**config.mk**
```make
export PLATFORM = sky130hd
export DESIGN_NAME = ptw_top
export DESIGN_NICKNAME = d
export VERILOG_FILES = /design/src/rtl/ptw_pkg.sv /design/src/rtl/ptw_addr_gen.sv /design/src/rtl/ptw_pa_gen.sv /design/src/rtl/ptw_desc_check.sv /design/src/rtl/ptw_top.sv
export SDC_FILE = /design/constraint.sdc
export NUM_CORES = 1
export LEC_CHECK = 0
export CAP_MARGIN = 25
export CORE_ASPECT_RATIO = 1.5
export CORE_MARGIN = 8
export CORE_UTILIZATION = 45
export CTS_CLUSTER_SIZE = 8
export DETAILED_ROUTE_END_ITERATION = 8
export PLACE_DENSITY = 0.72
export SLEW_MARGIN = 25
export SYNTH_ARGS = -nofsm -noshare
export SYNTH_HDL_FRONTEND = slang
export SYNTH_SLANG_ARGS = --single-unit
export TNS_END_PERCENT = 5
```
**constraint.sdc**
```tcl
create_clock -name clk_i -period 4.55 [get_ports clk_i]
set_input_delay 0.455 -clock clk_i [delete_from_list [all_inputs] [get_ports clk_i]]
set_output_delay 0.455 -clock clk_i [all_outputs]
set_load 0.01 [all_outputs]
```
**src/rtl/ptw_pkg.sv**
```systemverilog
package ptw_pkg;
  parameter int unsigned AW       = 32;
  parameter int unsigned IDX_A_W  = 7;
  parameter int unsigned IDX_B_W  = 6;
  parameter int unsigned IDX_C_W  = 6;
  parameter int unsigned OFF_W    = 13;

  localparam int unsigned LSB_C = OFF_W;
  localparam int unsigned LSB_B = LSB_C + IDX_C_W;
  localparam int unsigned LSB_A = LSB_B + IDX_B_W;

  localparam int unsigned LONG_SH        = 3;
  localparam int unsigned SHORT_SH       = 2;
  localparam int unsigned TABLE_BASE_LSB = 4;
  localparam int unsigned PAGE_BASE_LSB  = 8;
  localparam int unsigned BIT_WP         = 2;
  localparam int unsigned BIT_USED       = 3;
  localparam int unsigned BIT_MOD        = 4;
  localparam int unsigned BIT_SUPER      = 8;

  typedef enum logic [1:0] {DT_INV = 2'd0, DT_PAGE = 2'd1, DT_SHORT = 2'd2, DT_LONG = 2'd3} dtype_e;
  typedef enum logic [1:0] {FLT_NONE = 2'd0, FLT_INVALID = 2'd1, FLT_PROT = 2'd2, FLT_PRIV = 2'd3} fault_e;
  typedef enum logic [1:0] {LVL_A = 2'd0, LVL_B = 2'd1, LVL_C = 2'd2} level_e;
endpackage

```
**src/rtl/ptw_addr_gen.sv**
```systemverilog
module ptw_addr_gen
  import ptw_pkg::*;
(
  input  level_e          lvl_i,
  input  logic [AW-1:0]   base_i,
  input  logic [AW-1:LSB_C] va_i,
  output logic [AW-1:0]   addr_o
);
  localparam logic [AW-1:0] TBL_MASK = ~AW'((1 << TABLE_BASE_LSB) - 1);

  logic [AW-1:0] tbl;

  always_comb begin
    tbl = base_i & TBL_MASK;
    unique case (lvl_i)
      LVL_A:   addr_o = tbl + (AW'(va_i[AW-1:LSB_A])    << LONG_SH);
      LVL_B:   addr_o = tbl + (AW'(va_i[LSB_A-1:LSB_B]) << SHORT_SH);
      default: addr_o = tbl + (AW'(va_i[LSB_B-1:LSB_C]) << SHORT_SH);
    endcase
  end
endmodule

```
**src/rtl/ptw_pa_gen.sv**
```systemverilog
module ptw_pa_gen
  import ptw_pkg::*;
(
  input  level_e        lvl_i,
  input  logic [AW-1:0] base_i,
  input  logic [AW-1:0] va_i,
  output logic [AW-1:0] pa_o
);
  localparam logic [AW-1:0] PAGE_MASK = ~AW'((1 << PAGE_BASE_LSB) - 1);
  localparam logic [AW-1:0] OFF_A     = AW'((64'd1 << LSB_A) - 1);
  localparam logic [AW-1:0] OFF_B     = AW'((64'd1 << LSB_B) - 1);
  localparam logic [AW-1:0] OFF_C     = AW'((64'd1 << LSB_C) - 1);

  logic [AW-1:0] off_mask;

  always_comb begin
    unique case (lvl_i)
      LVL_A:   off_mask = OFF_A;
      LVL_B:   off_mask = OFF_B;
      default: off_mask = OFF_C;
    endcase
    pa_o = (base_i & PAGE_MASK) + (va_i & off_mask);
  end
endmodule

```
**src/rtl/ptw_desc_check.sv**
```systemverilog
module ptw_desc_check
  import ptw_pkg::*;
(
  input  level_e     lvl_i,
  input  logic [1:0] dt_i,
  input  logic       wp_i,
  input  logic       super_only_i,
  input  logic       super_i,
  input  logic       write_i,
  output fault_e     fault_o
);
  dtype_e dt;
  assign dt = dtype_e'(dt_i);

  // precedence: type, then privilege, then protect
  always_comb begin
    if (dt == DT_INV || (lvl_i == LVL_C && dt != DT_PAGE))
      fault_o = FLT_INVALID;
    else if (lvl_i == LVL_A && super_only_i && !super_i)
      fault_o = FLT_PRIV;
    else if (write_i && wp_i)
      fault_o = FLT_PROT;
    else
      fault_o = FLT_NONE;
  end
endmodule

```
**src/rtl/ptw_top.sv**
```systemverilog
module ptw_top
  import ptw_pkg::*;
(
  input  logic          clk_i,
  input  logic          rst_ni,
  input  logic          req_valid_i,
  output logic          req_ready_o,
  input  logic [31:0]   req_va_i,
  input  logic [31:0]   req_root_i,
  input  logic          req_super_i,
  input  logic          req_write_i,
  output logic          mem_req_o,
  output logic          mem_we_o,
  output logic [31:0]   mem_addr_o,
  output logic [31:0]   mem_wdata_o,
  input  logic          mem_rvalid_i,
  input  logic [31:0]   mem_rdata_i,
  output logic          resp_valid_o,
  output logic [31:0]   resp_pa_o,
  output logic [1:0]    resp_fault_o,
  output logic [1:0]    resp_level_o
);
  typedef enum logic [2:0] {S_IDLE, S_RD, S_RD2, S_CHK, S_WB, S_RESP} state_e;

  state_e        state_q;
  level_e        lvl_q;
  fault_e        fault_q, rd_fault;
  logic [AW-1:0] va_q, daddr_q, attr_q, base_q, pa_q;
  logic          super_q, write_q;

  level_e        ag_lvl;
  logic [AW-1:0] ag_base, ag_va, ag_addr, pa_calc;
  logic          is_page, need_wb;

  assign ag_lvl  = (state_q == S_IDLE) ? LVL_A : level_e'(lvl_q + 2'd1);
  assign ag_base = (state_q == S_IDLE) ? req_root_i : base_q;
  assign ag_va   = (state_q == S_IDLE) ? req_va_i : va_q;

  ptw_addr_gen u_addr (
    .lvl_i  (ag_lvl),
    .base_i (ag_base),
    .va_i   (ag_va[AW-1:LSB_C]),
    .addr_o (ag_addr)
  );

  ptw_pa_gen u_pa (
    .lvl_i  (lvl_q),
    .base_i (base_q),
    .va_i   (va_q),
    .pa_o   (pa_calc)
  );

  ptw_desc_check u_chk (
    .lvl_i        (lvl_q),
    .dt_i         (mem_rdata_i[1:0]),
    .wp_i         (mem_rdata_i[BIT_WP]),
    .super_only_i (mem_rdata_i[BIT_SUPER]),
    .super_i      (super_q),
    .write_i      (write_q),
    .fault_o      (rd_fault)
  );

  assign is_page = (dtype_e'(attr_q[1:0]) == DT_PAGE);
  assign need_wb = !attr_q[BIT_USED] || (is_page && write_q && !attr_q[BIT_MOD]);

  always_ff @(posedge clk_i or negedge rst_ni) begin
    if (!rst_ni) begin
      state_q <= S_IDLE;
      lvl_q   <= LVL_A;
      fault_q <= FLT_NONE;
      va_q    <= '0;
      daddr_q <= '0;
      attr_q  <= '0;
      base_q  <= '0;
      pa_q    <= '0;
      super_q <= 1'b0;
      write_q <= 1'b0;
    end else begin
      unique case (state_q)
        S_IDLE: if (req_valid_i) begin
          va_q    <= req_va_i;
          super_q <= req_super_i;
          write_q <= req_write_i;
          lvl_q   <= LVL_A;
          daddr_q <= ag_addr;
          pa_q    <= '0;
          state_q <= S_RD;
        end
        S_RD: if (mem_rvalid_i) begin
          attr_q <= mem_rdata_i;
          if (rd_fault != FLT_NONE) begin
            fault_q <= rd_fault;
            state_q <= S_RESP;
          end else if (lvl_q == LVL_A) begin
            state_q <= S_RD2;
          end else begin
            base_q  <= mem_rdata_i;
            state_q <= S_CHK;
          end
        end
        S_RD2: if (mem_rvalid_i) begin
          base_q  <= mem_rdata_i;
          state_q <= S_CHK;
        end
        S_CHK, S_WB: if (state_q == S_CHK ? !need_wb : mem_rvalid_i) begin
          if (state_q == S_CHK && need_wb) begin
            state_q <= S_WB;
          end else if (is_page) begin
            pa_q    <= pa_calc;
            fault_q <= FLT_NONE;
            state_q <= S_RESP;
          end else begin
            lvl_q   <= ag_lvl;
            daddr_q <= ag_addr;
            state_q <= S_RD;
          end
        end else if (state_q == S_CHK) begin
          state_q <= S_WB;
        end
        default: state_q <= S_IDLE;
      endcase
    end
  end

  assign req_ready_o  = (state_q == S_IDLE);
  assign mem_req_o    = (state_q == S_RD) || (state_q == S_RD2) || (state_q == S_WB);
  assign mem_we_o     = (state_q == S_WB);
  assign mem_addr_o   = (state_q == S_RD2) ? daddr_q + AW'(4) : daddr_q;
  assign mem_wdata_o  = attr_q | (AW'(1) << BIT_USED)
                      | ((is_page && write_q) ? (AW'(1) << BIT_MOD) : '0);
  assign resp_valid_o = (state_q == S_RESP);
  assign resp_pa_o    = pa_q;
  assign resp_fault_o = fault_q;
  assign resp_level_o = lvl_q;


  align_chk: assert property (@(posedge clk_i) disable iff (!rst_ni)
    mem_req_o |-> mem_addr_o[1:0] == 2'b00);

  hold_req_chk: assert property (@(posedge clk_i) disable iff (!rst_ni)
    mem_req_o && !mem_rvalid_i |=> mem_req_o && $stable(mem_addr_o) && $stable(mem_we_o));

  resp_pulse_chk: assert property (@(posedge clk_i) disable iff (!rst_ni)
    resp_valid_o |=> !resp_valid_o);

  idle_quiet_chk: assert property (@(posedge clk_i) disable iff (!rst_ni)
    req_ready_o |-> !mem_req_o && !resp_valid_o);

  wb_used_chk: assert property (@(posedge clk_i) disable iff (!rst_ni)
    mem_req_o && mem_we_o |-> mem_wdata_o[BIT_USED]);

  fault_no_wb_chk: assert property (@(posedge clk_i) disable iff (!rst_ni)
    resp_valid_o && resp_fault_o != 2'd0 |-> $past(mem_req_o && !mem_we_o));
endmodule

```
==> qor.csv <==
metric,value,unit
outcome,finished clean,
syn_area,9602,µm²
leakagePower,5.134,nW
syn_inst,955,
drt_iter0_drc,553,
max_freq,0.2627,GHz
ys_dominant_reg_cell,dfrtp_1,
vias_per_cell,5.550,
drc,0,
hpwl,20.80,mm
fin_skew,0.01012,ns
start_util,45.76,%
seq_area_frac_synth,42.48,%
num_rows,65,
yosys_register_bits,163,
grt_max_degree,91,
clk_latency,0.43,ns
crit_required,4.09,ns
antenna_found_initial,5,
postCtsHoldBufs,0,
io_buffer_count,198,
num_vias,7753,
r2r_setup_slack,0.88,ns
slowest_stage,dfrtp_1,
core,20980,µm²
ir_worst_vdd,0.4111,mV
root_buffer,clkbuf_16,
cts.clk_slew.worst_paths,0.06,ns
finalSetupTns,0,ns
wirelength,27.20,mm
drive_above_1_share,14.23,%
nets,1243,
drtAntennaViolNets,0,
track_usage,20.73,%
async_reset_ff_share,100.0,%
io_pins,206,
synth-edff-count,0,
cap_violations,0,
arrival,3.35,ns
cp_cell_sequence,"nor3b_1, buf_4, nand4_1, nor2b_1, and3_1, xor2_1, clkdlybuf4s50_1",
r2r_cells,12,
r2r_start,state_q[1]$_DFFE_PN0P_,
critPathCaptureType,output pin,
worstHoldPathType,in -> async,
finalNonFillerCells,1397,
period_minus_slack,3.806,ns
finalMaxSlewViolations,0,
die-height,194.9,µm
grt_pass1_wl,42.70,mm
setup_viol,0,
multi_input_area,5039,µm²
crit_type,reg -> out,
avgSynthCellArea,10.05,µm²
place_inst,1360,
slowest_delay,0.62,ns
ys_types,70,
wl_per_cell,19.47,µm
critPathLaunch,state_q[1]$_DFFE_PN0P_,
period_share,83.65,%
worst_r2r_endpoint,daddr_q[22]$_DFFE_PN0P_,
cts_buffers,17,
gp_congestion,0.8712,
cp_max_fo,16,
slew_headroom,39.41,%
p_per_area,754.7,nW/µm²
cts_max_path_buffers,2,
worst_slew_pin_slew,0.9054,ns
overflow,0,
cts_resized,0,
dieArea,26360,µm²
grt_pass1_vias,7930,
finalHoldViolations,0,
htreeDepth,4,
startpoint_type,flip-flop,
drt_first_pass_iters,5,
post_cts_buffers,0,
seqCellArea,4079,µm²
die_x,135.3,µm
yosysWarnings,0,
tritoncts,built,
fill_cells,1871,
area_delta_synth_final,27.34,%
clock_sinks,163,
grt_setup_unrepaired,false,
[cell families (layout without fill, tap and decap cells)]
| family | count (synthesis) | in the layout | synth area share, % |
|---|---|---|---|
| adders and majority gates | 30 | 30 | 4.066 |
| buffers and inverters | 94 | 262 | 5.251 |
| xor gates and xnor gates | 60 | 60 | 5.473 |
| and+or+nand+nor | 298 | 298 | 15.17 |
| AOI/OAI and AO/OA | 185 | 185 | 13.27 |
| muxes | 123 | 123 | 14.22 |
| DFF | 163 | 163 | 42.48 |
| other | 2 | 8 | 0.07822 |
[per-layer routing]
layer,track usage [%],wire (µm),vias up
met5,0,0,-
met2,35.36,13740,227
met1,23.56,10990,3749
met4,10.24,858,0
met3,4.904,1612,47
li1,-,-,3730
[how the worst max path moves through the flow]
stage | endpoint | slack (ns) | depth (start not counted)
after global placement | daddr_q[22]$_DFFE_PN0P_ | 0.95 | 12
after CTS | mem_addr_o[27] | 0.71 | 8
after floorplan | daddr_q[22]$_DFFE_PN0P_ | 0.93 | 15
after detailed placement | daddr_q[22]$_DFFE_PN0P_ | 0.93 | 12
final | mem_addr_o[28] | 0.74 | 7
after global routing | mem_addr_o[28] | 0.52 | 7
[cell type report]
cell class                 count  area share (%)
multi-input combinational    699           41.21
tap                          268           2.743
inverter                      17          0.5321
clock inverter                12           1.259
sequential                   163           33.36
antenna                        5          0.1023
timing repair buffer         213           17.14
clock buffer                  20           3.653
[layout by cell type, fill, tap and decap left out, types with 9 or more instances in the layout]
cell / count
and2_1: 14
a21o_1: 9
inv_1: 15
and3_1: 17
ha_1: 28
mux2_2: 97
nand2_1: 107
xor2_1: 31
xnor2_1: 29
o31ai_1: 10
a21oi_1: 31
a22o_1: 10
clkdlybuf4s50_1: 197
clkbuf_16: 17
nor3_1: 21
dfrtp_1: 163
o21ai_0: 51
nand3_1: 29
nor2_1: 43
nand4_1: 16
buf_4: 15
nor2b_1: 15
mux2i_1: 25
[state kept, by name, indices dropped and copies added (netlist names)]
name	flops
attr_q	32
base_q	28
daddr_q	30
resp_fault_o	2
resp_level_o	2
resp_pa_o	32
state_q	3
super_q	1
va_q	32
write_q	1
[where the power goes]
group	total, mW	switching (mW)	internal [mW]
Combinational	5.01	2.58	2.43
Sequential	2.73	0.611	2.12
Clock	1.49	0.607	0.879
Total	9.23	3.80	5.43
[cell usage after synthesis (all sizes together) (7+ instances only)]
library cell    n  share of area [%]
buf            50                3.5
nor2           43                1.7
and3           18                1.2
nand2         107                4.2
xnor2          29                2.6
nor3           21                1.1
o21ai          56                3.0
o2111ai         7               0.64
clkbuf         27                1.1
a22o           10               0.91
inv            16               0.63
nand3          29                1.5
mux2           97                 11
nand4          16                1.0
a21oi          31                1.6
ha             28                3.6
nand2b          8               0.52
xor2           31                2.8
dfrtp         163                 42
nor2b          15               0.98
a21o            9               0.70
o31ai          10               0.78
mux2i          26                2.8
and2           14               0.91
[critical path: cells and delay by family, from the launching register on]
family        cells  cell delay (ns)
buf+inv           2             0.78
simple gates      4             1.36
xor+xnor          1             0.17
flops             1             0.62
[per-stage QoR]
step | total power [mW] | hold WS [ns] | cell area (µm²) | util (%) | worst slack, ns
after global placement | 7.637 | 0.4622 | 11610 | 55.35 | 0.9513
after CTS | 9.272 | 0.1238 | 12210 | 58.21 | 0.7147
final | 9.228 | 0.07997 | 12230 | 58.27 | 0.7438
after floorplan | 6.084 | 0.1594 | 9605 | - | 0.9296
after global routing | 9.898 | 0.1366 | 12230 | 58.27 | 0.5224
after detailed placement | 7.729 | 0.4700 | 11610 | 55.35 | 0.9285
Note: power is estimated with default switching activity, not from simulation.
